==> config.mk <==
export PLATFORM = sky130hd
export DESIGN_NAME = ecc_corr_status
export DESIGN_NICKNAME = d
export VERILOG_FILES = /design/src/rtl/ecc_stat_pkg.sv /design/src/rtl/ecc_err_log.sv /design/src/rtl/ecc_sector_eval.sv /design/src/rtl/ecc_corr_walk.sv /design/src/rtl/ecc_corr_status.sv
export SDC_FILE = /design/constraint.sdc
export NUM_CORES = 1
export LEC_CHECK = 0
export BUFFER_PORTS_ARGS = -buffer_cell sky130_fd_sc_hd__buf_2
export CAP_MARGIN = 20
export CORE_MARGIN = 2
export CORE_UTILIZATION = 47
export CTS_BUF_LIST = sky130_fd_sc_hd__clkbuf_4
export CTS_CLUSTER_SIZE = 10
export DETAILED_ROUTE_END_ITERATION = 8
export GPL_TIMING_DRIVEN = 0
export MAX_ROUTING_LAYER = met4
export PLACE_DENSITY_LB_ADDON = 0.12
export SKIP_CTS_REPAIR_TIMING = 1
export SKIP_LAST_GASP = 1
export SYNTH_ARGS = -nofsm -noshare
export SYNTH_HDL_FRONTEND = slang
export SYNTH_SLANG_ARGS = --single-unit
==> constraint.sdc <==
create_clock -name clk -period 2.19 [get_ports clk]
set_clock_uncertainty 0.15 [all_clocks]
set_input_delay 0.219 -clock clk [delete_from_list [all_inputs] [get_ports clk]]
set_output_delay 0.219 -clock clk [all_outputs]
set_load 0.1 [all_outputs]
==> src/rtl/ecc_stat_pkg.sv <==
// Shared types and helpers for the interleaved ECC status controller.
// Assumes interleave counts are saturating codes (max value = "or more").
package ecc_stat_pkg;

    typedef enum logic [1:0] {
        ST_IDLE    = 2'd0,
        ST_COLLECT = 2'd1,
        ST_WALK    = 2'd2,
        ST_STALL   = 2'd3
    } walk_state_e;

endpackage

==> src/rtl/ecc_err_log.sv <==
// Per-sector error byte tally with a strict-greater log threshold flag.
// Assumes sec_go and field_go are already qualified by the walk FSM.
module ecc_err_log #(
    parameter int LW = 4
) (
    input  logic          clk,
    input  logic          rst_n,
    input  logic          clr,
    input  logic          sec_go,
    input  logic          open,
    input  logic          err_byte,
    input  logic          field_go,
    input  logic          unc,
    input  logic [LW-1:0] log_th,
    input  logic          w1c,
    output logic [LW-1:0] log_cnt,
    output logic          thexc
);
    localparam logic [LW-1:0] CNT_MAX = '1;

    // Tally error bytes during the open sector, saturating at the top.
    always_ff @(posedge clk) begin
        if (!rst_n || clr || sec_go) begin
            log_cnt <= '0;
        end else if (open && err_byte && log_cnt != CNT_MAX) begin
            log_cnt <= log_cnt + 1'b1;
        end
    end

    // Latch threshold-exceeded at the end of a correctable sector.
    always_ff @(posedge clk) begin
        if (!rst_n || clr) begin
            thexc <= 1'b0;
        end else if (field_go && !unc && log_cnt > log_th) begin
            thexc <= 1'b1;
        end else if (w1c) begin
            thexc <= 1'b0;
        end
    end

    p_start_clears_r1: assert property (@(posedge clk) disable iff (!rst_n)
        sec_go |=> log_cnt == '0);
    p_th_max_never_r2: assert property (@(posedge clk) disable iff (!rst_n)
        $rose(thexc) |-> $past(log_th) != CNT_MAX);
endmodule

==> src/rtl/ecc_sector_eval.sv <==
// Evaluates one sector's decoder result at end of field: hardware-
// correctable, uncorrectable and early-warning flags.
// Assumes err_cnt is valid in the field_go cycle.
module ecc_sector_eval #(
    parameter int NI = 3,
    parameter int CW = 2
) (
    input  logic             clk,
    input  logic             rst_n,
    input  logic             clr,
    input  logic             field_go,
    input  logic             unc,
    input  logic [NI*CW-1:0] err_cnt,
    input  logic [CW-1:0]    corr_th,
    input  logic [CW-1:0]    ew_th,
    output logic             hw_corr,
    output logic             uncorr,
    output logic             ewarn
);
    logic any_over, any_err, any_warn;

    // Reduce the per-interleave counts against both thresholds.
    always_comb begin
        any_over = 1'b0;
        any_err  = 1'b0;
        any_warn = 1'b0;
        for (int i = 0; i < NI; i++) begin
            if (err_cnt[i*CW +: CW] > corr_th)     any_over = 1'b1;
            if (err_cnt[i*CW +: CW] != '0)         any_err  = 1'b1;
            if (ew_th != '0 && err_cnt[i*CW +: CW] >= ew_th) any_warn = 1'b1;
        end
    end

    // Update sector flags when the decoder's result arrives.
    always_ff @(posedge clk) begin
        if (!rst_n || clr) begin
            hw_corr <= 1'b0;
            uncorr  <= 1'b0;
            ewarn   <= 1'b0;
        end else if (field_go) begin
            hw_corr <= !unc && !any_over && any_err;
            uncorr  <= unc;
            if (!unc && any_warn) ewarn <= 1'b1;
        end
    end

    p_unc_not_hw_r9: assert property (@(posedge clk) disable iff (!rst_n)
        uncorr |-> !hw_corr);
endmodule

==> src/rtl/ecc_corr_walk.sv <==
// Correction walk FSM: visits interleaves NI-1 down to 0, pulses an
// automatic fix or stalls for software until a rotate acknowledge.
// Assumes err_cnt is held stable by the decoder during the walk.
module ecc_corr_walk
    import ecc_stat_pkg::*;
#(
    parameter int NI = 3,
    parameter int CW = 2,
    parameter int IW = 2
) (
    input  logic             clk,
    input  logic             rst_n,
    input  logic             clr,
    input  logic             sec_start,
    input  logic             field_end,
    input  logic             uncorr_in,
    input  logic [NI*CW-1:0] err_cnt,
    input  logic [CW-1:0]    corr_th,
    input  logic             rotate,
    output logic             sec_go,
    output logic             field_go,
    output logic             open,
    output logic             busy,
    output logic [IW-1:0]    cur,
    output logic [CW-1:0]    num_err,
    output logic             auto_fix,
    output logic             sw_req
);
    localparam logic [IW-1:0] IDLE_CODE = '1;
    localparam logic [IW-1:0] FIRST     = IW'(NI - 1);

    walk_state_e st;
    logic        over;

    // Select the visited interleave's count.
    always_comb begin
        num_err = '0;
        for (int i = 0; i < NI; i++) begin
            if (int'(cur) == i) num_err = err_cnt[i*CW +: CW];
        end
    end

    assign over     = num_err > corr_th;
    assign open     = (st == ST_COLLECT);
    assign busy     = (st != ST_IDLE);
    assign sec_go   = sec_start && (st == ST_IDLE || st == ST_COLLECT);
    assign field_go = field_end && open && !sec_start;
    assign auto_fix = (st == ST_WALK) && !over && num_err != '0;

    // Sequence the sector: collect, walk, stall on software handoff.
    always_ff @(posedge clk) begin
        if (!rst_n || clr) begin
            st     <= ST_IDLE;
            cur    <= IDLE_CODE;
            sw_req <= 1'b0;
        end else begin
            case (st)
                ST_IDLE, ST_COLLECT: begin
                    if (sec_go) begin
                        st <= ST_COLLECT;
                    end else if (field_go) begin
                        if (uncorr_in) begin
                            st <= ST_IDLE;
                        end else begin
                            st  <= ST_WALK;
                            cur <= FIRST;
                        end
                    end
                end
                ST_WALK: begin
                    if (over) begin
                        st     <= ST_STALL;
                        sw_req <= 1'b1;
                    end else if (cur == '0) begin
                        st  <= ST_IDLE;
                        cur <= IDLE_CODE;
                    end else begin
                        cur <= cur - 1'b1;
                    end
                end
                ST_STALL: begin
                    if (rotate) begin
                        sw_req <= 1'b0;
                        if (cur == '0) begin
                            st  <= ST_IDLE;
                            cur <= IDLE_CODE;
                        end else begin
                            st  <= ST_WALK;
                            cur <= cur - 1'b1;
                        end
                    end
                end
                default: st <= ST_IDLE;
            endcase
        end
    end

    p_idle_code_r7: assert property (@(posedge clk) disable iff (!rst_n)
        !busy |-> cur == IDLE_CODE);
    p_stall_hold_r5: assert property (@(posedge clk) disable iff (!rst_n)
        (st == ST_STALL && !rotate && !clr) |=> (sw_req && $stable(cur)));
    p_rotate_release_r6: assert property (@(posedge clk) disable iff (!rst_n)
        (st == ST_STALL && rotate) |=> !sw_req);
    p_no_fix_in_stall_r4: assert property (@(posedge clk) disable iff (!rst_n)
        sw_req |-> !auto_fix);
endmodule

==> src/rtl/ecc_corr_status.sv <==
// Top of the interleaved ECC correction status controller: holds the
// processor configuration, seed flag and transfer gating, and ties the
// log, evaluation and walk pieces together.
// Assumes processor strobes are single-cycle and resets are levels.
module ecc_corr_status #(
    parameter int NI = 3,
    parameter int CW = 2,
    parameter int LW = 4,
    parameter int IW = $clog2(NI + 1)
) (
    input  logic             clk,
    input  logic             rst_n,
    input  logic             sec_start,
    input  logic             err_byte,
    input  logic             field_end,
    input  logic             uncorr_in,
    input  logic [NI*CW-1:0] err_cnt,
    input  logic             seed_err_in,
    input  logic             xfer_req,
    input  logic             cfg_wr,
    input  logic [2*CW-1:0]  cfg_wdata,
    input  logic             log_th_wr,
    input  logic [LW-1:0]    log_th_wdata,
    input  logic             rotate_wr,
    input  logic             thexc_w1c,
    input  logic             seed_w1c,
    input  logic             rst_ecc,
    input  logic             rst_corr,
    input  logic             init_lfsr,
    output logic             busy,
    output logic [IW-1:0]    curr_intl,
    output logic [CW-1:0]    num_err,
    output logic             auto_fix,
    output logic             sw_req,
    output logic             hw_corr,
    output logic             uncorr,
    output logic             ewarn,
    output logic             thexc,
    output logic             seed_err,
    output logic [LW-1:0]    log_cnt,
    output logic             xfer_cnt_en,
    output logic             lfsr_clr
);
    logic [2*CW-1:0] cfg_q;
    logic [LW-1:0]   log_th_q;
    logic            corr_clr, sec_go, field_go, open;

    assign corr_clr = rst_ecc || rst_corr;

    // Configuration register, frozen while the block is busy.
    always_ff @(posedge clk) begin
        if (!rst_n || rst_ecc) begin
            cfg_q <= '0;
        end else if (cfg_wr && !busy) begin
            cfg_q <= cfg_wdata;
        end
    end

    // Log threshold register; resets to the disabling value.
    always_ff @(posedge clk) begin
        if (!rst_n || rst_ecc) begin
            log_th_q <= '1;
        end else if (log_th_wr) begin
            log_th_q <= log_th_wdata;
        end
    end

    // Seed error flag: hardware set, processor write-1 clear.
    always_ff @(posedge clk) begin
        if (!rst_n || corr_clr) begin
            seed_err <= 1'b0;
        end else if (seed_err_in) begin
            seed_err <= 1'b1;
        end else if (seed_w1c) begin
            seed_err <= 1'b0;
        end
    end

    assign xfer_cnt_en = xfer_req && !sw_req;
    assign lfsr_clr    = init_lfsr || rst_ecc;

    ecc_corr_walk #(.NI(NI), .CW(CW), .IW(IW)) u_walk (
        .clk(clk), .rst_n(rst_n), .clr(corr_clr),
        .sec_start(sec_start), .field_end(field_end), .uncorr_in(uncorr_in),
        .err_cnt(err_cnt), .corr_th(cfg_q[CW-1:0]), .rotate(rotate_wr),
        .sec_go(sec_go), .field_go(field_go), .open(open), .busy(busy),
        .cur(curr_intl), .num_err(num_err), .auto_fix(auto_fix),
        .sw_req(sw_req)
    );

    ecc_err_log #(.LW(LW)) u_log (
        .clk(clk), .rst_n(rst_n), .clr(corr_clr), .sec_go(sec_go),
        .open(open), .err_byte(err_byte), .field_go(field_go),
        .unc(uncorr_in), .log_th(log_th_q), .w1c(thexc_w1c),
        .log_cnt(log_cnt), .thexc(thexc)
    );

    ecc_sector_eval #(.NI(NI), .CW(CW)) u_eval (
        .clk(clk), .rst_n(rst_n), .clr(corr_clr), .field_go(field_go),
        .unc(uncorr_in), .err_cnt(err_cnt), .corr_th(cfg_q[CW-1:0]),
        .ew_th(cfg_q[2*CW-1:CW]), .hw_corr(hw_corr), .uncorr(uncorr),
        .ewarn(ewarn)
    );

    p_hw_not_sw_r8: assert property (@(posedge clk) disable iff (!rst_n)
        hw_corr |-> !sw_req);
    p_sw_implies_busy_r13: assert property (@(posedge clk) disable iff (!rst_n)
        sw_req |-> busy);
    p_cfg_frozen_r12: assert property (@(posedge clk) disable iff (!rst_n)
        (busy && !rst_ecc) |=> $stable(cfg_q));
    p_full_reset_r11: assert property (@(posedge clk) disable iff (!rst_n)
        rst_ecc |=> (!busy && !sw_req && !uncorr && !seed_err));
endmodule

---- Word level (Yosys, flattened, before mapping) ----
Cells that the tools add are included.
storage, ports and cells
  input port bits ......................... 30
  register bits after elaboration ......... 22
cells by class
  reductions and logical operators ........ 47
  $add $sub $neg .......................... 2
  $lt $le $gt $ge ......................... 8
  equality and inequality tests ........... 14
  muxes and demuxes ....................... 34
operators with widths
  operator               number
  $mux W2                16
  $reduce_bool A2 Y1     9
  $logic_and A1 B1 Y1    17
  $mux W1                15
  $pmux W2 S3            2
  $eq A2 B2 Y1 const B   4
  $gt A2 B2 Y1           4
  $ne A2 B2 Y1 const B   4
  $logic_not A1 Y1       7
  $ge A2 B2 Y1           3
  $logic_not A2 Y1       3
  $logic_or A1 B1 Y1     6
  $reduce_and A3 Y1      2
  $reduce_and A5 Y1      1
  $add A4 B1 Y4 const B  1
  $gt A4 B4 Y1           1
  $ne A2 B1 Y1 const B   2
  $ne A4 B4 Y1 const B   1
  $ne A3 B1 Y1 const B   1
  $ne A3 B2 Y1 const B   1
  $eq A2 B1 Y1 const B   1
  $pmux W1 S2            1
  $reduce_and A2 Y1      1
  $reduce_or A2 Y1       1
  $sub A2 B1 Y2 const B  1

---- Depth between registers and ports, before layout ----
Gate-level depths: netlist of run 1.
  depth in word-level cells ............... 8
  mapped depth ............................ 10
  gate-level depth less buffers ........... 10

---- Cells and area by module ----
A second synthesis of run 1 with hierarchy kept.
second synthesis, totals
  cell total of the unflattened synthesis .. 187
  area, all modules ....................... 1625.3 um^2
by module, submodules not included
  module           cells an instance  area each (um^2)  sequential area each (um^2)  instances
  ecc_corr_walk    63                 485.5             100.1                        1
  ecc_sector_eval  49                 416.6             60.1                         1
  ecc_corr_status  36                 372.9             180.2                        1
  ecc_err_log      39                 350.3             100.1                        1

---- Worst setup path after synthesis of run 1 ----
No wires, ideal clock.
  path kind ............................... register -> output
  start ................................... register u_walk.cur[1]
  end ..................................... output port auto_fix
  data arrival time ....................... 7017 ps
  stages on the path, launching flop included .. 9
  data required time ...................... 1821 ps
  path slack .............................. -5196 ps
  buffers on the path ..................... 0
  cell sequence ........................... dfxtp_1 inv_1 ha_1 nand3b_1 a31oi_1 ha_1 nand2b_1 a22oi_1 nor4b_1
on the way
  cells in the longest elaborated chain, start to end .. 8
ends and longest elaborated chain
  item                    RTL line               text
  from (decl)             ecc_corr_walk.sv:24    output logic [IW-1:0] cur,
  from (signal assigned)  ecc_corr_walk.sv:78    cur <= cur - 1'b1;
  from (signal assigned)  ecc_corr_walk.sv:89    cur <= cur - 1'b1;
  $logic_not A2 Y1        ecc_corr_walk.sv:39    if (int'(cur) == i) num_err = err_cnt[i*CW +: CW];
  $mux W2 (2 in a row)    ecc_corr_walk.sv:39
  $mux W2 *               ecc_corr_walk.sv:39
  net num_err[1]          ecc_corr_status.sv:32  output logic [CW-1:0] num_err,
  $gt A2 B2 Y1            ecc_corr_walk.sv:43    assign over = num_err > corr_th;
  $logic_not A1 Y1        ecc_corr_walk.sv:48    assign auto_fix = (st == ST_WALK) && !over && num_err != '0;
  $logic_and A1 B1 Y1     ecc_corr_walk.sv:48
  $logic_and A1 B1 Y1 *   ecc_corr_walk.sv:48
  to (decl)               ecc_corr_status.sv:33  output logic auto_fix,
The timed path passes the listed nets; every way through them passes the cells marked *.

---- Worst setup path in the final report of run 1 ----
  start ................................... register u_walk.cur[1]
  end ..................................... output port auto_fix
on the way
  cells in the longest elaborated chain, start to end .. 8
ends and longest elaborated chain
  item                   RTL line
  $logic_not A2 Y1       ecc_corr_walk.sv:39
  $mux W2 (2 in a row)   ecc_corr_walk.sv:39
  $mux W2 *              ecc_corr_walk.sv:39
  $gt A2 B2 Y1           ecc_corr_walk.sv:43
  $logic_not A1 Y1       ecc_corr_walk.sv:48
  $logic_and A1 B1 Y1    ecc_corr_walk.sv:48
  $logic_and A1 B1 Y1 *  ecc_corr_walk.sv:48
Mark *: on every way between the ends. The rest lies on a longest branch, timed or not.

==> impl_results.md, run 1 <==
* Logic pwr share at a little over a fifth
* Routed vias/inst at between 5 and 6
* Ys async rst share at 0%
* All-Layer GR Usage at 21.7%
* WP data required at between 1.5 and 2 ns
* Crit. End Element: primary output
* Hold Crit Class: input port to flip-flop
* Slew Viols, Final at 0
* Worst Hold End: cfg_q[1]$_SDFFE_PP0P_
* Pin count of the biggest net entering global routing at 13
* Syn avg cell area at 8.63 sq um
* Die W at between 60 and 70 microns
* Vias in the first global route at ~1400
* H-tree levels at 1
* NetSw at 0.217 mW
* Final period util at 119%
* Post-synth top area share at approximately 30%
* Peak supply drop at roughly 350 uV
* Unique cell type count in the Yosys netlist at 43
* CTS Root Cell: clkbuf_4
* Leak Pwr at 0.917 nW
* Minimum clock period at approximately 2.6 ns
* Overflow after GRT at 0
* Violated checks: setup timing
* Flop pwr share at a little over half
* DRC violations left at 0
* Clock slew at reported path FFs at roughly 0.12 ns
* Unrepaired setup endpoints after global routing: yes
* Clock power frac at ~25%
* Worst R2R End: u_walk.cur[1]$_SDFFE_PP1P_
* Status: finished with violations
* CTS Sinks at 22
* Most frequent cells in the layout: buf_2, dfxtp_1, ha_1
* Synth Register Bits at 22
* Worst hold start: cfg_wdata[1]
* First-pass GRT wire length at 5750 microns
* Hold depth at 3
* Clk Latency, worst-skew pair at 0.31 ns
* Mapped cell area at roughly 1500 sq um
* Sequential fraction of the synthesis area at 29.8%
* Row Count at 20
* Max-slew headroom at 57.6%
* Post-Synthesis Cells at approximately 170
* Worst Max-Slew Pin Slew at between 0.6 and 0.7 ns
* Die height at between 60 and 70 microns
* P_int at between 0.5 and 0.6 mW
* Total of max-cap violations at 0
* Crit path max fanout at 4
* Half-perimeter wire length after placement at ~2900 microns
* Top FF cell, synth: dfxtp_1
* TNS Setup at -0.705 ns
* Setup slack, reg-to-reg at -0.07 ns
* Via Count at about 1400
* Ys Warns at 0
* Arrival @ worst endpoint at around 2.2 ns
* Clock buffer depth at 2
* Starting Density at between 40% and 50%
* Post-synth top area cell: dfxtp_1
* Final antenna-violating net count at 0
* Post-Syn Nets at between 200 and 250
* Hold Fails Final Rpt at 0
* # IOs at 48
* Switching portion of total power at approximately 29%
* Setup CP Type: flip-flop to primary output
* CTS tree: done
* Share of layout cells above drive strength 1 at 33.6%
* Input/output buffers at 46
* 1st-pass router iterations at 3
* Ranking of synthesized cells by area: dfxtp_1, ha_1, inv_1
* R2R Path Start: u_walk.cur[0]$_SDFFE_PP1P_
* Leading cell type in the layout, fill and taps excluded: buf_2
* Avg WL per Cell at 13.1 microns
* Die ar. at about 3600 sq um
* Final core area utilization at between 60% and 70%
* Nets at roughly 290
* Fmax at ~380 MHz
* Number of buffers created by CTS at 3
* N_diodes at 0
* Initial antenna violation count at 0
* Routed WL at between 3000 and 4000 microns
* Endpoints failing setup at 6
* Worst reg2reg path depth at 10
* Routability cong. at between 0.7 and 0.8
* Detailed router's first-iteration violation count at 37
* Fin worst setup slack at -0.423 ns
* Area grow syn2layout at 37.5%
* Power Dens Cells at ~370 nW/um^2
* Worst setup SP type: flip-flop
* Core Area at roughly 3000 sq um
* Post-synth EDFFs at 0
per-layer routing:
layer / part of all wire, % / track usage [%] / vias to the layer above
met5: 0 / - / -
met4: 2.0 / 6.98 / 0
met3: 2.4 / 1.73 / 8
met2: 54 / 41.9 / 26
met1: 41 / 22.7 / 667
li1: - / - / 737
power groups by stage:
stage / combinational, mW / clock, mW / sequential (mW)
final: 0.159 / 0.191 / 0.408
after global routing: 0.176 / 0.220 / 0.410
after CTS: 0.148 / 0.199 / 0.408
after detailed placement: 0.147 / 0 / 0.417
after global placement: 0.140 / 0 / 0.417
after floorplan: 0.0917 / 0 / 0.421
cells by family (layout without fill, tap and decap cells):
group                    after synthesis  after routing  share of synthesized area [%]
AO/OA/AOI/OAI                         36             36                           17.7
XOR/XNOR                               2              2                           1.19
adder cells (fa/ha/maj)               22             22                           18.6
buffers and inverters                 22             83                           5.93
flip-flops                            22             22                           29.8
multiplexers                           5              5                           3.39
AND/OR/NAND/NOR                       62             62                           23.3
critical path, cell delays in order (launching register included):
cell and delay, ns:
dfxtp_4 0.39, inv_4 0.05, ha_4 0.16, nand3b_1 0.19
a31oi_4 0.24, ha_4 0.25, nand2b_4 0.08, a22oi_2 0.08
nor4b_4 0.24, buf_6 0.26
through the flow:
stage	hold WS (ns)	std cells	setup WS [ns]	instance area (sq um)	total power [mW]
after global routing	0.0136	276	-0.517	2030	0.806
after CTS	-0.0439	265	-0.673	1900	0.756
after floorplan	0.186	171	-1.40	1580	0.512
after global placement	0.279	261	-0.284	1870	0.557
final	0.00135	276	-0.423	2030	0.758
after detailed placement	0.287	261	-0.307	1870	0.565
worst max-delay path by stage:
stage                          startpoint       end  slack (ns)  depth (start not counted)
2_1_floorplan  u_walk.cur[1]$_SDFFE_PP1P_  auto_fix       -1.40                          8
3_3_place_gp   u_walk.cur[0]$_SDFFE_PP1P_  auto_fix       -0.28                          9
3_5_place_dp   u_walk.cur[0]$_SDFFE_PP1P_  auto_fix       -0.31                          9
4_1_cts        u_walk.cur[0]$_SDFFE_PP1P_  auto_fix       -0.67                          9
5_1_grt        u_walk.cur[1]$_SDFFE_PP1P_  auto_fix       -0.52                          9
6_report       u_walk.cur[1]$_SDFFE_PP1P_  auto_fix       -0.42                          9
registers in the layout (all words and copies together), names as in the netlist:
register        count
u_walk.sw_req       1
seed_err            1
u_eval.uncorr       1
cfg_q               4
u_eval.ewarn        1
u_walk.cur          2
log_th_q            4
u_walk.st           2
u_log.thexc         1
u_eval.hw_corr      1
u_log.log_cnt       4
final cells by class:
cell class              count  area [sq um]
plain buffers               3          16.3
clock buffers               3          22.5
clock inverters             1          3.75
fillers                   290           998
inverters                  19          73.8
multi-input cells         127          1070
flip-flops and latches     22           448
well taps                  44          55.1
repair buffers             57           343
cell usage after synthesis, types with 2 or more instances:
cell type and count:
a311oi_1 2, nor3_1 3, nor2_1 17, o21ai_1 4, inv_1 17, nand2b_1 6, nand3b_1 4, o21a_1 2
mux2i_1 5, nand3_1 2, a2111oi_0 2, nand2_1 7, o211ai_1 3, nor4_1 4, a31oi_1 3, nor3b_1 2
a21oi_1 7, ha_1 22, a22oi_1 2, clkinv_1 2, dfxtp_1 22, o21ai_0 2, nor2b_1 8, xnor2_1 2
a2bb2oi_1 3
No activity file was read; power rests on OpenSTA's default activity.
==> inputs of run 2 (changes only) <==
--- a/config.mk
+++ b/config.mk
@@ -5,16 +5,17 @@
 export SDC_FILE = /design/constraint.sdc
 export NUM_CORES = 1
 export LEC_CHECK = 0
-export BUFFER_PORTS_ARGS = -buffer_cell sky130_fd_sc_hd__buf_2
 export CAP_MARGIN = 20
 export CORE_MARGIN = 2
-export CORE_UTILIZATION = 47
+export CORE_UTILIZATION = 50
 export CTS_BUF_LIST = sky130_fd_sc_hd__clkbuf_4
 export CTS_CLUSTER_SIZE = 10
 export DETAILED_ROUTE_END_ITERATION = 8
+export DONT_BUFFER_PORTS = 1
 export GPL_TIMING_DRIVEN = 0
 export MAX_ROUTING_LAYER = met4
 export PLACE_DENSITY_LB_ADDON = 0.12
+export RECOVER_POWER = 100
 export SKIP_CTS_REPAIR_TIMING = 1
 export SKIP_LAST_GASP = 1
 export SYNTH_ARGS = -nofsm -noshare
==> run 2 against run 1 <==
Effect of this change:
- the run ends with hold timing, capacitance limit, slew limit, setup timing left
- via count is 6.5% lower
- critical path depth unchanged
- non-clock buffer count shrank 39
- total power shrank 3.2%
- sequential share of layout area up 2.3 points
- combinational power is 16% lower
- clock power hardly changed
- routed wire length shrank 2.2%
- sequential cell count unchanged
- critical path type unchanged
- largest cell class unchanged
- largest power group unchanged
==> impl_results.md, run 2 (synthesized netlist as in run 1, its figures left out) <==
* Area of the multi-input gates at 1060 sq um (-0.70%)
* N_diodes at 0 (unchanged)
* Worst Max-Slew Pin Slew at 1.50 ns (+0.882 ns)
* Unrepaired setup endpoints after global routing: yes
* Max-slew headroom at -0.160% (-58 points)
* Starting Density at 53.1% (+4.3 points)
* Met1 wire length at 1330 microns (-11%)
* Avg WL per Cell at 15.8 microns (+20%)
* Number of buffers created by CTS at 3 (unchanged)
* Most frequent cells in the layout: ha_1, dfxtp_1, nor2_1
* Arrival @ worst endpoint at 3.00 ns (+0.76 ns)
* Most common cell on crit path: ha_4
* Routability cong. at 0.773 (-2.9%)
* Endpoints failing setup at 8 (+2)
* Cell Chain, Critical Path: inv_4 -> ha_4 -> nand3b_1 -> a31oi_4 -> inv_2 -> ha_4 -> a22oi_2 -> nor4b_4 -> buf_8
* WP data required at 1.82 ns (about the same)
* Input/output buffers at 0 (-100%)
* Half-perimeter wire length after placement at 2670 microns (-8.1%)
* Clock buffer depth at 2 (unchanged)
* Overflow after GRT at 0 (unchanged)
* Final period util at 154% (+35 points)
* Post-DP Area at 1640 sq um (-12%)
* Fin worst setup slack at -1.18 ns (-0.761 ns)
* 1st-pass router iterations at 4 (+1)
* Min Hold Slack at -0.00708 ns (-0.00843 ns)
* Initial antenna violation count at 0 (unchanged)
* Storage cell area at 450 sq um (+0.56%)
* Core Area at 2780 sq um (-8.1%)
* Die W at 58.3 microns (-2.8%)
* CTS tree: done
* Total of max-cap violations at 1 (+1)
* Via Count at 1344 (-6.5%)
* Post-Layout Cell Count at 224 (-19%)
* Violated checks: hold timing, capacitance limit, slew limit, setup timing
* Row Count at 19 (-5.0%)
* TNS Setup at -5.82 ns (-5.11 ns)
* Placed cells at 203 (-22%)
* CP top delay family: compound AO/OA/AOI/OAI gates
* Top Registers: cfg_q (4), log_th_q (4), u_log.log_cnt (4)
* Hold Fails Final Rpt at 3 (+3)
* Share of layout cells above drive strength 1 at 15.5% (-18 points)
* Clk Latency, worst-skew pair at 0.31 ns (about the same)
* Routed vias/inst at 6.00 (+15%)
* CP bufs+invs at 3 (+1)
* Top layer in use: met4
* Final antenna-violating net count at 0 (unchanged)
* Routed WL at 3550 microns (-2.2%)
* All-Layer GR Usage at 20.1% (-1.6 points)
* Pin count of the biggest net entering global routing at 13 (unchanged)
* Die height at 58.3 microns (-2.8%)
* Hold Crit Class: input port to flip-flop
* Minimum clock period at 3.37 ns (+0.761 ns)
* Setup CP Type: flip-flop to primary output
* Fmax at 296 MHz (-23%)
* Metal3 WL at 150 microns (+70%)
* CP max stage delay at 0.69 ns (+0.30 ns)
* Design area at 1850 sq um (-8.9%)
* # IOs at 48 (unchanged)
* Slew Viols, Final at 1 (+1)
* Final core area utilization at 66.4% (-0.58 points)
* Crit path max fanout at 4 (unchanged)
* Detailed router's first-iteration violation count at 39 (+5.4%)
* Crit. End Element: primary output
* CTS Root Cell: clkbuf_4
* Final-layout fill cell count at 233 (-20%)
* Total power at 0.734 mW (-3.2%)
* Peak supply drop at 371 uV (+6.1%)
* Worst path slowest cell: a31oi_4
* Pre-CTS setup slack at -0.917 ns (-0.609 ns)
* H-tree levels at 1 (unchanged)
* First-pass GRT wire length at 5030 microns (-13%)
* Nets at 246 (-14%)
* Clock slew at reported path FFs at 0.12 ns (about the same)
* Met2 Wirelength at 2000 microns (+1.5%)
* CTS Sinks at 22 (unchanged)
* DRC violations left at 0 (unchanged)
* Worst setup SP type: flip-flop
* Vias in the first global route at 1197 (-13%)
* Die ar. at 3400 sq um (-5.6%)
* Power Dens Cells at 397 nW/um^2 (+6.3%)
* Leak Pwr at 0.752 nW (-18%)
* Area grow syn2layout at 25.2%
* Status: finished with violations
-- run 2: cell types whose count changed in the layout (fill, tap and decap cells not counted), sizes merged --
cell / before / now
buf: 52 / 4
dlygate4sd3: 7 / 16
-- run 2: routing by layer --
layer	track usage, %	vias to the layer above
li1	-	660
met1	21.4	638
met2	36.1	38
met3	2.64	8
met4	9.97	0
met5	-	-
-- run 2: worst paths after layout --
path | from | end | slack, ns | depth (start not counted)
worst max-delay path | u_walk.cur[1]$_SDFFE_PP1P_ | auto_fix | -1.18 | 9
worst min-delay path | rst_n | cfg_q[1]$_SDFFE_PP0P_ | -0.007 | 2
worst max register to register | u_walk.cur[1]$_SDFFE_PP1P_ | u_walk.cur[0]$_SDFFE_PP1P_ | -0.89 | 10
worst min register to register | log_th_q[0]$_SDFFE_PP1P_ | log_th_q[0]$_SDFFE_PP1P_ | 0.35 | 2
-- run 2: worst register-to-register path, delay by kind of cell (launching register included) --
| kind | cells | cell delay, ns |
|---|---|---|
| flip-flops | 1 | 0.58 |
| adder cells (fa/ha/maj) | 2 | 0.35 |
| buffers and inverters | 2 | 0.16 |
| AND/OR/NAND/NOR | 4 | 0.61 |
| AO/OA/AOI/OAI | 2 | 1.11 |
-- run 2: final cells by class --
type / instances / area share, %
tap: 31 / 2.10
clock buffer: 3 / 1.22
multi-input combinational: 127 / 57.3
inverter: 19 / 3.99
buffer: 3 / 0.880
sequential: 22 / 24.4
clock inverter: 1 / 0.203
timing repair buffer: 18 / 9.88
-- run 2: where the power goes --
group	leakage [nW]	total [mW]	switching (mW)	internal, mW
clock network	0.0154	0.188	0.122	0.0666
registers	0.179	0.413	0.00873	0.404
logic	0.558	0.133	0.0715	0.0616
total	0.752	0.734	0.202	0.532
==> inputs of run 3 (changes only) <==
--- a/config.mk
+++ b/config.mk
@@ -12,7 +12,6 @@
 export CTS_CLUSTER_SIZE = 10
 export DETAILED_ROUTE_END_ITERATION = 8
 export DONT_BUFFER_PORTS = 1
-export GPL_TIMING_DRIVEN = 0
 export MAX_ROUTING_LAYER = met4
 export PLACE_DENSITY_LB_ADDON = 0.12
 export RECOVER_POWER = 100
==> run 3 against run 2 <==
Effect of this change:
- the run ends with capacitance limit, slew limit, setup timing left
- largest cell class unchanged
- sequential cell count stayed put
- critical path depth did not move
- fmax increased by 29%
- via count rose by 2.1%
- setup slack better by 0.76 ns
- total power up 16%
- routed wire length increased by 0.79%
- register-to-register slack better by 0.83 ns
==> impl_results.md, run 3 (synthesized netlist as in run 1, its figures left out) <==
* Slew Viols, Final at 1 (unchanged)
* Leading cell type in the layout, fill and taps excluded: dfxtp_1
* Final-layout fill cell count at 226 (-3.0%)
* 1st-pass router iterations at 6 (+2)
* Min Hold Slack at 0.00796 ns (+0.0150 ns)
* Crit. End Element: primary output
* Arrival @ worst endpoint at 2.25 ns (-0.75 ns)
* Clk Latency, worst-skew pair at 0.30 ns (about the same)
* Minimum clock period at 2.62 ns (-0.755 ns)
* Number of buffers created by CTS at 3 (unchanged)
* Overflow after GRT at 0 (unchanged)
* Routed WL at 3570 microns (+0.79%)
* Most frequent cells in the layout: dfxtp_1, ha_1, nor2_1
* Vias in the first global route at 1285 (+7.4%)
* Pin count of the biggest net entering global routing at 14 (+1)
* Status: finished with violations
* DRC violations left at 0 (unchanged)
* CP bufs+invs at 3 (unchanged)
* CTS tree: done
* Worst Setup SP: u_walk.cur[1]$_SDFFE_PP1P_
* CP max stage delay at 0.39 ns (-0.30 ns)
* Nets at 263 (+6.9%)
* Violated checks: capacitance limit, slew limit, setup timing
* Final antenna-violating net count at 0 (unchanged)
* Total of max-cap violations at 1 (unchanged)
* WP data required at 1.82 ns (about the same)
* Endpoints failing setup at 5 (-3)
* Final period util at 120% (-34 points)
* All-Layer GR Usage at 21.3% (+1.2 points)
* Max-slew headroom at -0.428% (-0.27 points)
* CTS Root Cell: clkbuf_4
* Crit. path cell count at 9 (unchanged)
* R2R Path Start: u_walk.cur[1]$_SDFFE_PP1P_
* Worst R2R End: u_walk.st[0]$_SDFFE_PP0P_
* Hold Crit Class: input port to flip-flop
* Setup CP Type: flip-flop to primary output
* Routed vias/inst at 5.69 (-5.1%)
* Core Area at 2780 sq um (unchanged)
* Most common cell on crit path: ha_4
* Row Count at 19 (unchanged)
* Input/output buffers at 0 (unchanged)
* Total power at 0.851 mW (+16%)
* Detailed router's first-iteration violation count at 38 (-2.6%)
* Half-perimeter wire length after placement at 2820 microns (+5.8%)
* Design area at 1970 sq um (+6.4%)
* Worst setup SP type: flip-flop
* Post-DP Area at 1790 sq um (+9.4%)
* Area grow syn2layout at 33.2%
* Routability cong. at 0.815 (+5.5%)
* Leak Pwr at 0.840 nW (+12%)
* Clock slew at reported path FFs at 0.12 ns (about the same)
* Unrepaired setup endpoints after global routing: yes
* Die W at 58.3 microns (unchanged)
* Power Dens Cells at 433 nW/um^2 (+9.0%)
* Initial antenna violation count at 0 (unchanged)
* Fmax at 382 MHz (+29%)
* N_diodes at 0 (unchanged)
* Via Count at 1372 (+2.1%)
* Hold Fails Final Rpt at 0 (-3)
* Peak supply drop at 417 uV (+13%)
* Crit path max fanout at 4 (unchanged)
* Die ar. at 3400 sq um (unchanged)
* Final core area utilization at 70.7% (+4.3 points)
* Starting Density at 53.1% (unchanged)
* Clock buffer depth at 2 (unchanged)
* Worst path slowest cell: dfxtp_4
* CP Capture Point: auto_fix
* Fin worst setup slack at -0.428 ns (+0.755 ns)
* CP top delay family: simple AND/OR/NAND/NOR gates
* Avg WL per Cell at 14.8 microns (-6.3%)
* Share of layout cells above drive strength 1 at 22.4% (+6.8 points)
* Worst reg2reg path depth at 10 (unchanged)
* Worst Max-Slew Pin Slew at 1.51 ns (+0.00403 ns)
* # IOs at 48 (unchanged)
* Setup slack, reg-to-reg at -0.06 ns (+0.83 ns)
* First-pass GRT wire length at 5470 microns (+8.8%)
* Cell Chain, Critical Path: inv_4 -> ha_4 -> nand3b_1 -> a31oi_4 -> inv_2 -> ha_4 -> a22oi_2 -> nor4b_4 -> buf_12
* CTS Sinks at 22 (unchanged)
* Top Registers: cfg_q (4), log_th_q (4), u_log.log_cnt (4)
* Die height at 58.3 microns (unchanged)
* H-tree levels at 1 (unchanged)
[run 3: per-stage QoR]
stage / setup TNS [ns] / worst slack (ns) / cells
floorplan: -4.61 / -1.40 / 171
global placement: -0.0485 / -0.0485 / 222
detailed placement: -0.278 / -0.128 / 222
CTS: -0.738 / -0.484 / 226
global route: -1.33 / -0.525 / 241
finish: -0.594 / -0.428 / 241
[run 3: layout make-up]
type	instances	area (sq um)	area share, %
clock buffers	3	22.5	1.15
clock inverters	1	30.0	1.53
inverters	19	73.8	3.75
multi-input cells	127	1050	53.3
flip-flops and latches	22	448	22.8
well taps	31	38.8	1.97
repair buffers	38	305	15.5
[run 3: per-layer routing]
metal / up-vias / part of all wire, % / track usage [%]
met3: 5 / 3.8 / 2.20
met1: 645 / 40 / 23.5
met2: 33 / 55 / 39.6
li1: 689 / - / -
met4: 0 / 0.95 / 6.98
met5: - / 0 / -
[run 3: worst min-delay path by stage]
stage                           start                  endpoint  slack, ns  cells after the start
after floorplan           seed_err_in     seed_err$_SDFFE_PP0P_       0.19                      2
after global placement      log_th_wr  log_th_q[3]$_SDFFE_PP1P_       0.19                      1
after detailed placement  seed_err_in     seed_err$_SDFFE_PP0P_       0.19                      2
after CTS                   log_th_wr  log_th_q[3]$_SDFFE_PP1P_      -0.14                      1
after global routing        thexc_w1c  u_log.thexc$_SDFFE_PP0P_       0.02                      3
final                       thexc_w1c  u_log.thexc$_SDFFE_PP0P_      0.008                      3
[run 3: worst min-delay path: cells and delay by family]
family / cells / cell delay [ns]
AOI/OAI and AO/OA: 2 / 0.16
and+or+nand+nor: 1 / 0.04
[run 3: report_power, final]
part / switching, mW / internal (mW)
clock network: 0.120 / 0.185
logic: 0.0752 / 0.0621
registers: 0.00524 / 0.404
